**src/rtl/xfer_pkg.sv**
```systemverilog
package xfer_pkg;

  typedef enum logic [2:0] {
    XK_NONE = 3'd0,
    XK_JUMP = 3'd1,
    XK_CALL = 3'd2,
    XK_RET  = 3'd3,
    XK_RST  = 3'd4
  } xkind_e;

  // Truth of one condition code against the flags.
  function automatic logic flag_cond_met(input logic [2:0] cc,
                                         input logic s, input logic z,
                                         input logic p, input logic cy);
    logic sel;
    unique case (cc[2:1])
      2'b00:   sel = z;
      2'b01:   sel = cy;
      2'b10:   sel = p;
      default: sel = s;
    endcase
    // Even codes test for the flag being clear, odd codes for set.
    return cc[0] ? sel : ~sel;
  endfunction

  // Restart target: slot number scaled by the 8-byte slot size.
  function automatic logic [15:0] rst_vector(input logic [2:0] slot);
    return {10'b0, slot, 3'b000};
  endfunction

endpackage

```
**src/rtl/xfer_opclass.sv**
```systemverilog
module xfer_opclass
  import xfer_pkg::*;
(
  input  logic [7:0] op_i,
  output xkind_e     kind_o,
  output logic       cond_form_o,
  output logic       hl_target_o,
  output logic [2:0] field_o
);

  logic       top_pair;
  logic [2:0] low3;

  assign top_pair = (op_i[7:6] == 2'b11);
  assign low3     = op_i[2:0];
  assign field_o  = op_i[5:3];

  always_comb begin
    kind_o      = XK_NONE;
    cond_form_o = 1'b0;
    hl_target_o = 1'b0;
    if (top_pair) begin
      unique case (low3)
        3'b000: begin
          kind_o      = XK_RET;
          cond_form_o = 1'b1;
        end
        3'b001: begin
          if (field_o == 3'b001) begin
            kind_o = XK_RET;
          end else if (field_o == 3'b101) begin
            kind_o      = XK_JUMP;
            hl_target_o = 1'b1;
          end
        end
        3'b010: begin
          kind_o      = XK_JUMP;
          cond_form_o = 1'b1;
        end
        3'b011: begin
          if (field_o == 3'b000) kind_o = XK_JUMP;
        end
        3'b100: begin
          kind_o      = XK_CALL;
          cond_form_o = 1'b1;
        end
        3'b101: begin
          if (field_o == 3'b001) kind_o = XK_CALL;
        end
        3'b111: kind_o = XK_RST;
        default: kind_o = XK_NONE;
      endcase
    end
  end

  // A conditional form may only be a jump, call or return.
  always_comb begin
    p_cond_form_kind_r2: assert (!cond_form_o ||
      (kind_o == XK_JUMP || kind_o == XK_CALL || kind_o == XK_RET))
      else $error("conditional form decoded to kind %0d", kind_o);
  end

endmodule

```
**src/rtl/xfer_cond_eval.sv**
```systemverilog
module xfer_cond_eval
  import xfer_pkg::*;
#(
  parameter int N_COND = 8
) (
  input  logic [2:0] cc_i,
  input  logic       s_i,
  input  logic       z_i,
  input  logic       p_i,
  input  logic       cy_i,
  output logic       met_o
);

  localparam int N_PAIRS = N_COND / 2;

  logic [N_COND-1:0] lane;

  // One evaluation lane per condition code.
  for (genvar g = 0; g < N_COND; g++) begin : g_lane
    assign lane[g] = flag_cond_met(3'(g), s_i, z_i, p_i, cy_i);
  end

  assign met_o = lane[cc_i];

  // Codes 2k and 2k+1 test the same flag with opposite sense.
  always_comb begin
    for (int k = 0; k < N_PAIRS; k++) begin
      p_cond_pair_r1: assert (lane[2*k] != lane[2*k+1])
        else $error("condition pair %0d agrees", k);
    end
  end

endmodule

```
**src/rtl/xfer_cost_table.sv**
```systemverilog
module xfer_cost_table
  import xfer_pkg::*;
#(
  parameter int ST_W          = 5,
  parameter int COST_JMP_T    = 10,
  parameter int COST_JMP_N    = 7,
  parameter int COST_CALL_T   = 18,
  parameter int COST_CALL_N   = 9,
  parameter int COST_RET_T    = 12,
  parameter int COST_RET_N    = 6,
  parameter int COST_JMP_U    = 10,
  parameter int COST_CALL_U   = 18,
  parameter int COST_RET_U    = 10,
  parameter int COST_HL_JMP   = 6,
  parameter int COST_RST      = 12
) (
  input  xkind_e          kind_i,
  input  logic            cond_form_i,
  input  logic            hl_target_i,
  input  logic            taken_i,
  output logic [ST_W-1:0] states_o
);

  function automatic logic [ST_W-1:0] pick(input logic t, input int ct, input int cn);
    return t ? ST_W'(ct) : ST_W'(cn);
  endfunction

  always_comb begin
    unique case (kind_i)
      XK_JUMP: begin
        if (hl_target_i)      states_o = ST_W'(COST_HL_JMP);
        else if (cond_form_i) states_o = pick(taken_i, COST_JMP_T, COST_JMP_N);
        else                  states_o = ST_W'(COST_JMP_U);
      end
      XK_CALL: states_o = cond_form_i ? pick(taken_i, COST_CALL_T, COST_CALL_N)
                                      : ST_W'(COST_CALL_U);
      XK_RET:  states_o = cond_form_i ? pick(taken_i, COST_RET_T, COST_RET_N)
                                      : ST_W'(COST_RET_U);
      XK_RST:  states_o = ST_W'(COST_RST);
      default: states_o = '0;
    endcase
  end

  // A transfer always costs something; a non-transfer reports nothing.
  always_comb begin
    p_cost_presence_r8: assert ((kind_i == XK_NONE) == (states_o == '0))
      else $error("cost %0d for kind %0d", states_o, kind_i);
  end

endmodule

```
**src/rtl/xfer_decode.sv**
```systemverilog
module xfer_decode
  import xfer_pkg::*;
#(
  parameter int VEC_W = 16,
  parameter int ST_W  = 5
) (
  input  logic [7:0]       op_i,
  input  logic             flag_sign_i,
  input  logic             flag_zero_i,
  input  logic             flag_par_i,
  input  logic             flag_carry_i,
  output logic             is_xfer_o,
  output logic [2:0]       kind_o,
  output logic             taken_o,
  output logic [VEC_W-1:0] vector_o,
  output logic [ST_W-1:0]  states_o
);

  localparam int SLOT_SPAN = 8 * 8;

  xkind_e     kind;
  logic       cond_form;
  logic       hl_target;
  logic [2:0] field;
  logic       cond_met;
  logic       is_rst;
  logic       is_known;

  xfer_opclass u_class (
    .op_i        (op_i),
    .kind_o      (kind),
    .cond_form_o (cond_form),
    .hl_target_o (hl_target),
    .field_o     (field)
  );

  xfer_cond_eval #(.N_COND(8)) u_cond (
    .cc_i  (field),
    .s_i   (flag_sign_i),
    .z_i   (flag_zero_i),
    .p_i   (flag_par_i),
    .cy_i  (flag_carry_i),
    .met_o (cond_met)
  );

  assign is_known = (kind != XK_NONE);
  assign is_rst   = (kind == XK_RST);
  assign taken_o  = is_known && (!cond_form || cond_met);

  xfer_cost_table #(.ST_W(ST_W)) u_cost (
    .kind_i      (kind),
    .cond_form_i (cond_form),
    .hl_target_i (hl_target),
    .taken_i     (taken_o),
    .states_o    (states_o)
  );

  assign is_xfer_o = is_known;
  assign kind_o    = kind;
  assign vector_o  = is_rst ? VEC_W'(rst_vector(field)) : '0;

  always_comb begin
    p_quiet_none_r8: assert (is_xfer_o || (!taken_o && vector_o == '0))
      else $error("non-transfer drives taken or vector");
    p_xfer_vs_kind_r10: assert (is_xfer_o == (kind_o != 3'd0))
      else $error("transfer flag disagrees with kind %0d", kind_o);
    p_rst_vector_r4: assert (kind_o != 3'd4 ||
      (taken_o && vector_o[2:0] == 3'b000 && int'(vector_o) < SLOT_SPAN))
      else $error("bad restart vector %h", vector_o);
    p_vector_only_rst_r9: assert (kind_o == 3'd4 || vector_o == '0)
      else $error("vector %h outside restart", vector_o);
    p_uncond_taken_r3: assert (!(op_i == 8'hC3 || op_i == 8'hCD ||
                                 op_i == 8'hC9 || op_i == 8'hE9) || taken_o)
      else $error("unconditional %h not taken", op_i);
  end

endmodule

```
**config.mk**
```make
export PLATFORM = sky130hd
export DESIGN_NAME = xfer_decode
export DESIGN_NICKNAME = d
export VERILOG_FILES = /design/src/rtl/xfer_pkg.sv /design/src/rtl/xfer_opclass.sv /design/src/rtl/xfer_cond_eval.sv /design/src/rtl/xfer_cost_table.sv /design/src/rtl/xfer_decode.sv
export SDC_FILE = /design/constraint.sdc
export NUM_CORES = 1
export LEC_CHECK = 0
export BUFFER_PORTS_ARGS = -buffer_cell sky130_fd_sc_hd__buf_4
export CORE_AREA = 2 2 39 41
export DETAILED_ROUTE_END_ITERATION = 12
export DIE_AREA = 0 0 41 43
export GPL_TIMING_DRIVEN = 0
export PLACE_DENSITY_LB_ADDON = 0.08
export SLEW_MARGIN = 20
export SYNTH_ARGS = -nofsm -noshare
export SYNTH_HDL_FRONTEND = slang
export SYNTH_SLANG_ARGS = --single-unit
export TNS_END_PERCENT = 5
```
**constraint.sdc**
```tcl
create_clock -name vclk -period 1.6
set_input_delay 0.24 -clock vclk [all_inputs]
set_output_delay 0.24 -clock vclk [all_outputs]
set_load 0.005 [all_outputs]
```
# ---- Yosys cells after proc, flatten, opt, wreduce, memory -nomap -nowiden
# Cells that the tools add are included.
# Widths: inputs -> output; s select.
dict set report classes {
  bitwise 4
  addsub 0
  n_eq_ne 13
  div_mod_pow 0
  order_cmp 1
  reduce_logical 7
  mux 23
  multipliers 0
  n_shift 0
}
# cell count
set op_table {}
lappend op_table {{$mux 5} 5}
lappend op_table {{$pmux 3 s7} 1}
lappend op_table {{$pmux 5 s4} 1}
lappend op_table {{$eq 3x3->1 const B} 5}
lappend op_table {{$eq 3x2->1 const B} 4}
lappend op_table {{$eq 3x1->1 const B} 3}
lappend op_table {{$mux 1} 9}
lappend op_table {{$mux 4} 2}
lappend op_table {{$logic_not 3->1} 2}
lappend op_table {{$mux 3} 2}
lappend op_table {{$mux 6} 1}
lappend op_table {{$lt 3x4->1 const B} 1}
lappend op_table {{$not 1->1} 4}
lappend op_table {{$bmux 1 s3} 1}
lappend op_table {{$reduce_bool 3->1} 1}
lappend op_table {{$reduce_or 3->1} 1}
lappend op_table {{$eq 2x2->1 const B} 1}
lappend op_table {{$mux 2} 1}
lappend op_table {{$logic_and 1x1->1} 1}
lappend op_table {{$logic_not 1->1} 1}
lappend op_table {{$logic_or 1x1->1} 1}
dict set report totals {
  mem_count 0
  wordCells 48
  ram_bits 0
  latchBits 0
  input_bits 12
  register_bits 0
  rom_bits 0
  out_inout_bits 26
}

# ---- Longest topological paths before layout
# Gate-level depths: netlist (run 1).
dict set report logic_depth {
  word_depth 11
  mapped_depth 5
  mapped_depth_nobuf 4
}

# ---- Hierarchy
# From an unflattened synthesis (run 1), not the netlist that was laid out.
dict set report unflattened {
  hier_cells 58
  area_unflattened_um2 459.2
}
# mod cells_each seq_area_each_um2 n_inst area_per_inst_um2
set by_module_without_submodules {}
lappend by_module_without_submodules {xfer_cost_table 20 0.0 1 166.4}
lappend by_module_without_submodules {xfer_decode 21 0.0 1 146.4}
lappend by_module_without_submodules {xfer_opclass 15 0.0 1 115.1}
lappend by_module_without_submodules {xfer_cond_eval 2 0.0 1 31.3}

# ---- Worst setup path after synthesis (run 1)
# No wires, ideal clock.
dict set report synth_path {
  path_kind {in2out}
  from {in op_i[4]}
  to {out states_o[2]}
  path_stages 4
  slack_ns 0.064
  n_path_buf 0
  t_arrival_ns 1.296
  t_required_ns 1.360
  cell_sequence {mux4_2 xnor2_1 nor2_1 o221a_1}
}
dict set report synth_between {
  elab_chain_cells 11
  word_cells_on_any_way 26
  cone_classes {eq/ne: 6; mux: 16; reduce/logical: 4}
}
# element line_no
set synth_rtl {}
lappend synth_rtl {{start: declaration} xfer_decode.sv:7} ;# input logic [7:0] op_i,
lappend synth_rtl {{$eq 3x3->1} xfer_opclass.sv:31} ;# end else if (field_o == 3'b101) begin
lappend synth_rtl {{$mux 1} xfer_opclass.sv:31}
lappend synth_rtl {{$mux 3} xfer_opclass.sv:29} ;# if (field_o == 3'b001) begin
lappend synth_rtl {{$pmux 3 s7} xfer_opclass.sv:23} ;# unique case (low3)
lappend synth_rtl {{$mux 3} xfer_opclass.sv:22} ;# if (top_pair) begin
lappend synth_rtl {{$reduce_bool 3->1} xfer_decode.sv:46} ;# assign is_known = (kind != XK_NONE);
lappend synth_rtl {{$logic_and 1x1->1} xfer_decode.sv:48} ;# assign taken_o = is_known && (!cond_form || cond_met);
lappend synth_rtl {{$mux 4} xfer_cost_table.sv:25} ;# return t ? ST_W'(ct) : ST_W'(cn);
lappend synth_rtl {{$mux 5} xfer_cost_table.sv:32} ;# else if (cond_form_i) states_o = pick(taken_i, COST_JMP_T, COST_JMP_N);
lappend synth_rtl {{$mux 5} xfer_cost_table.sv:31} ;# if (hl_target_i) states_o = ST_W'(COST_HL_JMP);
lappend synth_rtl {{$pmux 5 s4 (*)} xfer_cost_table.sv:29} ;# unique case (kind_i)
lappend synth_rtl {{end: declaration} xfer_decode.sv:16} ;# output logic [ST_W-1:0] states_o
# Every way passes the cells marked *; elsewhere a longest branch is shown, timed or not. The select of a mux whose other input is x is not followed.

# ---- Worst setup path in the final report (run 1)
dict set report layout_path {
  from {in op_i[4]}
  to {out states_o[1]}
}
dict set report layout_between {
  elab_chain_cells 10
  word_cells_on_any_way 28
  cone_classes {eq/ne: 6; mux: 18; reduce/logical: 4}
}
# element line_no
set layout_rtl {}
lappend layout_rtl {{$eq 3x3->1} xfer_opclass.sv:31}
lappend layout_rtl {{$mux 1} xfer_opclass.sv:31}
lappend layout_rtl {{$mux 3} xfer_opclass.sv:29}
lappend layout_rtl {{$pmux 3 s7} xfer_opclass.sv:23}
lappend layout_rtl {{$mux 3} xfer_opclass.sv:22}
lappend layout_rtl {{$reduce_bool 3->1} xfer_decode.sv:46}
lappend layout_rtl {{$logic_and 1x1->1} xfer_decode.sv:48}
lappend layout_rtl {{$mux 4 or $mux 5 (tied branches)} xfer_cost_table.sv:25}
lappend layout_rtl {{$mux 5 (on tied branches)} {xfer_cost_table.sv:37, xfer_cost_table.sv:35}}
lappend layout_rtl {{$pmux 5 s4 (*)} xfer_cost_table.sv:29}
# Marked as above.

==> flow_summary_export.csv, run 1 <==
group,metric,value,unit
floorplan,rows,14,
worst_hold_path,min_delay_worst_endpoint,"kind_o[1]",
global_routing,use_met2,0.250,
logic_synthesis,syn-cell-area,448,um2
global_routing,largest_net_degree_at_the_start_of_global_routing,11,
routing,final_antenna_net_count,0,
global_routing,global_route.usage.met1,0.193,
setup_path,timing.critical_path.from_type,"primary input",
logic_synthesis,yosysSeqAreaShare,0,
worst_hold_path,holdPathStages,3,
routing,drc_errors,0,
setup_path,worstPathArrival,1.52,ns
placement,pre_cts_slack,-0.322,ns
status,status,"complete, but fails checks",
job,timing.max_cap.violations,0,
floorplan,floorplan.initialDensity,0.324,
placement,gpl.final_weighted_congestion,0.811,
placement,hpwl,939,um
floorplan,core,1380,um2
global_routing,grtUsageMet3,0,
timing,slew_viol_final,0,
worst_hold_path,holdCritStartpoint,"op_i[1]",
finish,antenna_cells,0,
finish,final_layout_size_suffix_gt1_frac,0.602,
floorplan,floorplan.die.width,41,um
logic_synthesis,synthesis.instances,61,
floorplan,die_area,1760,um2
setup_path,worst_setup_path_end_kind,"primary output",
pwr,power_leakage,0.000394,uW
logic_synthesis,ys_types,28,
routing,wire_per_inst,10.2,um
global_routing,global_route.peak_usage_layer,"met2",
placement,place.port_buffers,24,
floorplan,die_h,43,um
setup_path,cp.required,1.36,ns
routing,num_vias,520,
global_routing,grt_pass1_vias,442,
timing,achievable-frequency,569,MHz
setup_path,critical_path_class,"in2out",
timing,timing.final.ws_setup,-0.158,ns
timing,unrepaired_setup_endpoints_after_global_routing,"yes",
routing,detailedRoute.firstPassIterationCount,4,
finish,numSequentialCells,0,
timing,layout_min_cycle_time,1.76,ns
global_routing,grt_first_pass_wirelength,1880,um
routing,vias_per_cell,4.56,
routing,detail_route.wirelength,1160,um
status,violated_checks,"setup timing",
global_routing,grt-ovfl-total,0,
timing,finalSetupViolations,6,
pwr,vdd_drop_max,0.128,mV
global_routing,number_of_antenna_violations_at_the_first_check_in_global_routing,0,
finish,seq_area,0,um2
setup_path,critical_path_peak_fanout,4,
logic_synthesis,yosys.area.top_type_share,0.235,
finish,layout.clock_buffers,0,
pwr,power_density,221,nW/um2
logic_synthesis,synth_largest_area_cell,"sky130_fd_sc_hd__buf_4",
finish,post_layout_nonfiller_instances,114,
finish,layout.nets,112,
finish,area_growth_syn_to_layout,74.9,%
global_routing,globalRouteTotalUtil,0.142,
timing,finalHoldViolCount,0,
finish,fillCellCount,137,
logic_synthesis,synthTopCellsByArea,"sky130_fd_sc_hd__buf_4, sky130_fd_sc_hd__a311oi_4, sky130_fd_sc_hd__nor2_1",
logic_synthesis,synth_warnings,0,
routing,detail_route.iter0.violations,4,
worst_hold_path,hp-class,"in2out",
timing,timing.final.crit_share,1.10,
logic_synthesis,postSynthAreaPerCell,7.34,um2
floorplan,io_pins,38,
placement,numPlacedInstances,113,
==> synth_stat cells <==
| master | instances |
|---|---|
| sky130_fd_sc_hd__or3b_4 | 1 |
| sky130_fd_sc_hd__a211oi_2 | 2 |
| sky130_fd_sc_hd__inv_1 | 2 |
| sky130_fd_sc_hd__o211ai_1 | 1 |
| sky130_fd_sc_hd__mux4_2 | 1 |
| sky130_fd_sc_hd__a21o_2 | 1 |
| sky130_fd_sc_hd__a311oi_4 | 1 |
| sky130_fd_sc_hd__a21boi_1 | 1 |
| sky130_fd_sc_hd__buf_6 | 1 |
| sky130_fd_sc_hd__or4_1 | 1 |
| sky130_fd_sc_hd__nand2_1 | 6 |
| sky130_fd_sc_hd__o31ai_1 | 1 |
| sky130_fd_sc_hd__nor2_1 | 7 |
| sky130_fd_sc_hd__nor4_2 | 1 |
| sky130_fd_sc_hd__a21oi_1 | 2 |
| sky130_fd_sc_hd__and4b_1 | 1 |
| sky130_fd_sc_hd__o221a_1 | 1 |
| sky130_fd_sc_hd__and2_1 | 4 |
| sky130_fd_sc_hd__or3b_1 | 1 |
| sky130_fd_sc_hd__nand3_1 | 3 |
| sky130_fd_sc_hd__xnor2_1 | 1 |
| sky130_fd_sc_hd__a31oi_1 | 1 |
| sky130_fd_sc_hd__nand3b_1 | 2 |
| sky130_fd_sc_hd__nand2b_2 | 1 |
| sky130_fd_sc_hd__a31o_2 | 1 |
| sky130_fd_sc_hd__or3_2 | 1 |
| sky130_fd_sc_hd__buf_4 | 14 |
| sky130_fd_sc_hd__conb_1 | 1 |
==> what timing repair did <==
action,in CTS,in global routing
setup buffers,1,0
hold buffers,0,0
gates resized for setup,14,5
cloned,0,0
endpoints found under the setup margin,6,6
endpoints found under the hold margin,0,0
pin swaps,8,6
==> kinds of logic after synthesis <==
logic type	share of synthesized area
buffers and inverters	0.277
other	0.00837
xor gates and xnor gates	0.0196
and+or+nand+nor	0.380
muxes	0.0503
AOI/OAI and AO/OA	0.265
==> metal layers <==
metal	vias to the layer above	wire, um
li1	265	-
met1	228	451
met2	27	606
met3	0	101
met4	0	0
met5	-	0
==> layout make-up <==
cell class / instances / area (um2) / area share
Buffer: 15 / 116 / 0.149
Tap cell: 16 / 20.0 / 0.0256
Inverter: 2 / 7.51 / 0.00958
Multi-Input combinational cell: 56 / 425 / 0.543
Timing Repair Buffer: 25 / 214 / 0.273
==> where the power goes <==
part	total (uW)	internal, uW	switching, uW
logic	173	97.4	76.1
clock network	0	0	0
registers	0	0	0
total	173	97.4	76.1
==> worst max-delay path by stage <==
stage                       start           to  slack (ns)  depth (start not counted)
after floorplan           op_i[4]  states_o[2]        0.06                          4
after global placement    op_i[4]  states_o[2]       -0.34                          6
after detailed placement  op_i[4]  states_o[2]       -0.32                          6
after CTS                 op_i[4]  states_o[1]       -0.19                          6
after global routing      op_i[4]  states_o[1]       -0.22                          6
final                     op_i[4]  states_o[1]       -0.16                          6
==> stage by stage <==
stage               total power (uW)  setup TNS [ns]   util  hold WS, ns  instance area (um2)
floorplan                       90.8               0      -        0.509                  493
global placement                 141           -1.63  0.501        0.792                  693
detailed placement               143           -1.54  0.501        0.794                  693
CTS                              167          -0.676  0.552        0.763                  764
global route                     191          -0.945  0.566        0.783                  783
finish                           173          -0.562  0.566        0.772                  783
==> placed cells by master, fill, tap and decap left out, drive strengths merged <==
master / netlist / final
nand3: 3 / 3
mux4: 1 / 1
o31ai: 1 / 1
a31o: 1 / 1
a211oi: 2 / 2
nand2: 6 / 6
nor2: 7 / 7
a31oi: 1 / 1
nand3b: 2 / 2
inv: 2 / 2
a21oi: 2 / 2
a21boi: 1 / 1
o211ai: 1 / 1
xnor2: 1 / 1
or3: 1 / 1
and2: 4 / 4
a21o: 1 / 1
or3b: 2 / 2
a311oi: 1 / 1
o221a: 1 / 1
and4b: 1 / 1
nor4: 1 / 1
buf: 15 / 40
or4: 1 / 1
nand2b: 1 / 1
conb: 1 / 13
==> critical path: stages <==
cell                      delay, ns
sky130_fd_sc_hd__buf_8         0.08
sky130_fd_sc_hd__mux4_2        0.54
sky130_fd_sc_hd__xnor2_4       0.23
sky130_fd_sc_hd__and4b_1       0.24
sky130_fd_sc_hd__nor4_2        0.04
sky130_fd_sc_hd__buf_4         0.15
Note: power is estimated with default switching activity, not from simulation.
==> inputs of run 2 (changes only) <==
--- a/config.mk
+++ b/config.mk
@@ -5,12 +5,14 @@
 export SDC_FILE = /design/constraint.sdc
 export NUM_CORES = 1
 export LEC_CHECK = 0
+export ABC_AREA = 1
 export BUFFER_PORTS_ARGS = -buffer_cell sky130_fd_sc_hd__buf_4
 export CORE_AREA = 2 2 39 41
 export DETAILED_ROUTE_END_ITERATION = 12
 export DIE_AREA = 0 0 41 43
 export GPL_TIMING_DRIVEN = 0
 export PLACE_DENSITY_LB_ADDON = 0.08
+export RECOVER_POWER = 25
 export SLEW_MARGIN = 20
 export SYNTH_ARGS = -nofsm -noshare
 export SYNTH_HDL_FRONTEND = slang
==> run 2 against run 1 <==
  * Final cell count grew 18%
  * Hold slack gained 0.049 ns
  * Via count shrank 1.5%
  * Worst setup slack gained 0.31 ns
  * First-iteration DRC count grew 100%
  * Synthesized cell count grew 34%
  * Global-route usage shrank 2.5 points
  * Routed wire length shrank 19%
  * Maximum frequency grew 21%
  * Cell area shrank 15%
  * Sequential share of layout area is the same
  * The flow now finishes without violations
  * Non-clock buffer count shrank 2
==> flow_summary_export.csv, run 2 <==
group,metric,value,unit
status,status,"finished, final reports clean",
finish,most_frequent_cells_in_the_layout,"sky130_fd_sc_hd__buf_4, sky130_fd_sc_hd__nand2_1, sky130_fd_sc_hd__conb_1",
timing,finalHoldViolCount,0,
worst_hold_path,hp-class,"in2out",
logic_synthesis,yosys.area.top_type_share,0.233,
routing,detailedRoute.firstPassIterationCount,4,
timing,timing.final.crit_share,0.907,
worst_hold_path,holdPathStages,4,
routing,wire_per_inst,6.97,um
timing,layout_min_cycle_time,1.45,ns
global_routing,number_of_antenna_violations_at_the_first_check_in_global_routing,0,
finish,final_common_cell,"sky130_fd_sc_hd__buf_4",
finish,multiInputGateArea,305,um2
floorplan,io_pins,38,
global_routing,globalRouteTotalUtil,0.117,
pwr,power_density,192,nW/um2
timing,slew_viol_final,0,
global_routing,grt-ovfl-total,0,
finish,area_growth_syn_to_layout,59.1,%
worst_hold_path,min_delay_worst_endpoint,"vector_o[3]",
logic_synthesis,synth_warnings,0,
setup_path,worstPathArrival,1.21,ns
floorplan,rows,14,
timing,setup_total_negative_slack,0,ns
placement,hpwl,860,um
setup_path,critical_path_peak_fanout,5,
floorplan,die_h,43,um
logic_synthesis,synthesis.instances,82,
global_routing,grt_pass1_vias,427,
floorplan,floorplan.die.width,41,um
pwr,power_leakage,0.000475,uW
routing,vias_per_cell,3.79,
routing,drc_errors,0,
pwr,p_int,67.8,uW
clock_tree,hold_buffers,0,
floorplan,core,1380,um2
clock_tree,post-cts-setup-buffer-count,0,
global_routing,grt_first_pass_wirelength,1580,um
routing,detail_route.wirelength,941,um
finish,final_layout_size_suffix_gt1_frac,0.437,
routing,num_vias,512,
setup_path,worst_setup_path_end_kind,"primary output",
logic_synthesis,ys_types,15,
logic_synthesis,yosys.cell_count.top_type,"sky130_fd_sc_hd__nand2_1",
pwr,power.share.combinational,1.000,
timing,unrepaired_setup_endpoints_after_global_routing,"no",
setup_path,timing.critical_path.from_type,"primary input",
finish,seq_area,0,um2
setup_path,cp_cell_sequence,"buf_4, nor2_2, nand2_1, nand2_1, nand2_2, nor2_1, nand3_1, nand3_1, buf_4",
pwr,swShare,0.471,
job,timing.max_cap.violations,0,
finish,numSequentialCells,0,
pwr,clkPwrFrac,0,
finish,layout.clock_buffers,0,
floorplan,die_area,1760,um2
placement,gpl.final_weighted_congestion,0.664,
finish,layout.nets,133,
timing,finalSetupViolations,0,
logic_synthesis,yosysSeqAreaShare,0,
setup_path,critical_path_class,"in2out",
floorplan,floorplan.initialDensity,0.303,
logic_synthesis,netlist_top_cells_count,"sky130_fd_sc_hd__nand2_1, sky130_fd_sc_hd__buf_4, sky130_fd_sc_hd__inv_1, sky130_fd_sc_hd__nor2_1, sky130_fd_sc_hd__nand3_1",
pwr,power_frac_seq,0,
logic_synthesis,synth_largest_area_cell,"sky130_fd_sc_hd__buf_4",
placement,place.port_buffers,25,
logic_synthesis,synthTopCellsByArea,"sky130_fd_sc_hd__buf_4, sky130_fd_sc_hd__nand2_1, sky130_fd_sc_hd__inv_1",
setup_path,crit_path_max_incr_delay,0.19,ns
worst_hold_path,holdCritStartpoint,"op_i[3]",
routing,detail_route.iter0.violations,8,
logic_synthesis,syn-cell-area,419,um2
logic_synthesis,postSynthAreaPerCell,5.11,um2
timing,achievable-frequency,689,MHz
finish,fillCellCount,163,
setup_path,cp_max_stage_cell,"sky130_fd_sc_hd__nor2_1",
clock_tree,postCtsResizedCells,0,
pwr,totalPowerFinal,128,uW
pwr,p_switching,60.4,uW
routing,final_antenna_net_count,0,
finish,antenna_cells,0,
pwr,vdd_drop_max,0.0728,mV
setup_path,cp.required,1.36,ns
global_routing,largest_net_degree_at_the_start_of_global_routing,7,
-- run 2: changes by cell type in the layout (fill, tap and decap cells not counted), sizes merged, moves of 2 or more --
cell | before | now
nand3b | 2 | 0
or3b | 2 | 0
inv | 2 | 15
nand3 | 3 | 8
a211oi | 2 | 0
buf | 40 | 38
nand2 | 6 | 29
and2 | 4 | 0
nor2 | 7 | 12
-- run 2: metrics by stage --
| stage | instances | setup WS (ns) | hold WS [ns] | util | area [um2] |
|---|---|---|---|---|---|
| 5_1_grt | 135 | 0.0277 | 0.859 | 0.482 | 667 |
| 2_1_floorplan | 94 | 0.439 | 0.574 | - | 464 |
| 3_5_place_dp | 135 | 0.146 | 0.822 | 0.486 | 672 |
| 6_report | 135 | 0.149 | 0.821 | 0.482 | 667 |
| 3_3_place_gp | 135 | 0.152 | 0.819 | 0.486 | 672 |
| 4_1_cts | 135 | 0.144 | 0.823 | 0.486 | 672 |
-- run 2: power by group through the flow --
stage          Clock, uW  Sequential (uW)  Combinational [uW]
2_1_floorplan          0                0                80.3
3_3_place_gp           0                0                 128
3_5_place_dp           0                0                 129
4_1_cts                0                0                 129
5_1_grt                0                0                 145
6_report               0                0                 128
-- run 2: per-layer routing --
layer,vias up,track usage,routed length [um]
li1,294,-,-
met1,197,0.165,413
met2,21,0.203,437
met3,0,0,90
met4,0,0,0
met5,-,0,0
-- run 2: critical path: cells and delay by family --
family,cells,cell delay [ns]
buffers and inverters,2,0.24
AND/OR/NAND/NOR,7,0.73
-- run 2: how the worst max path moves through the flow --
stage               slack (ns)  cells past startpoint  startpoint           to
CTS                       0.14                      9     op_i[4]  states_o[2]
floorplan                 0.44                      9     op_i[6]  states_o[1]
global placement          0.15                      9     op_i[4]  states_o[3]
detailed placement        0.15                     11     op_i[4]  states_o[1]
finish                    0.15                      9     op_i[4]  states_o[3]
global route              0.03                     12     op_i[5]  states_o[1]
-- run 2: cell type report --
type,instances,area share
repair buffers,25,0.281
well taps,16,0.0300
inverters,15,0.0844
multi-input cells,66,0.458
plain buffers,13,0.146
-- run 2: logic make-up (layout without fill, tap and decap cells) --
| group | after synthesis | after routing | share of synthesized area |
|---|---|---|---|
| and+or+nand+nor | 51 | 51 | 0.591 |
| buffers and inverters | 28 | 53 | 0.367 |
| AOI/OAI and AO/OA | 2 | 2 | 0.0328 |
| other | 1 | 13 | 0.00895 |
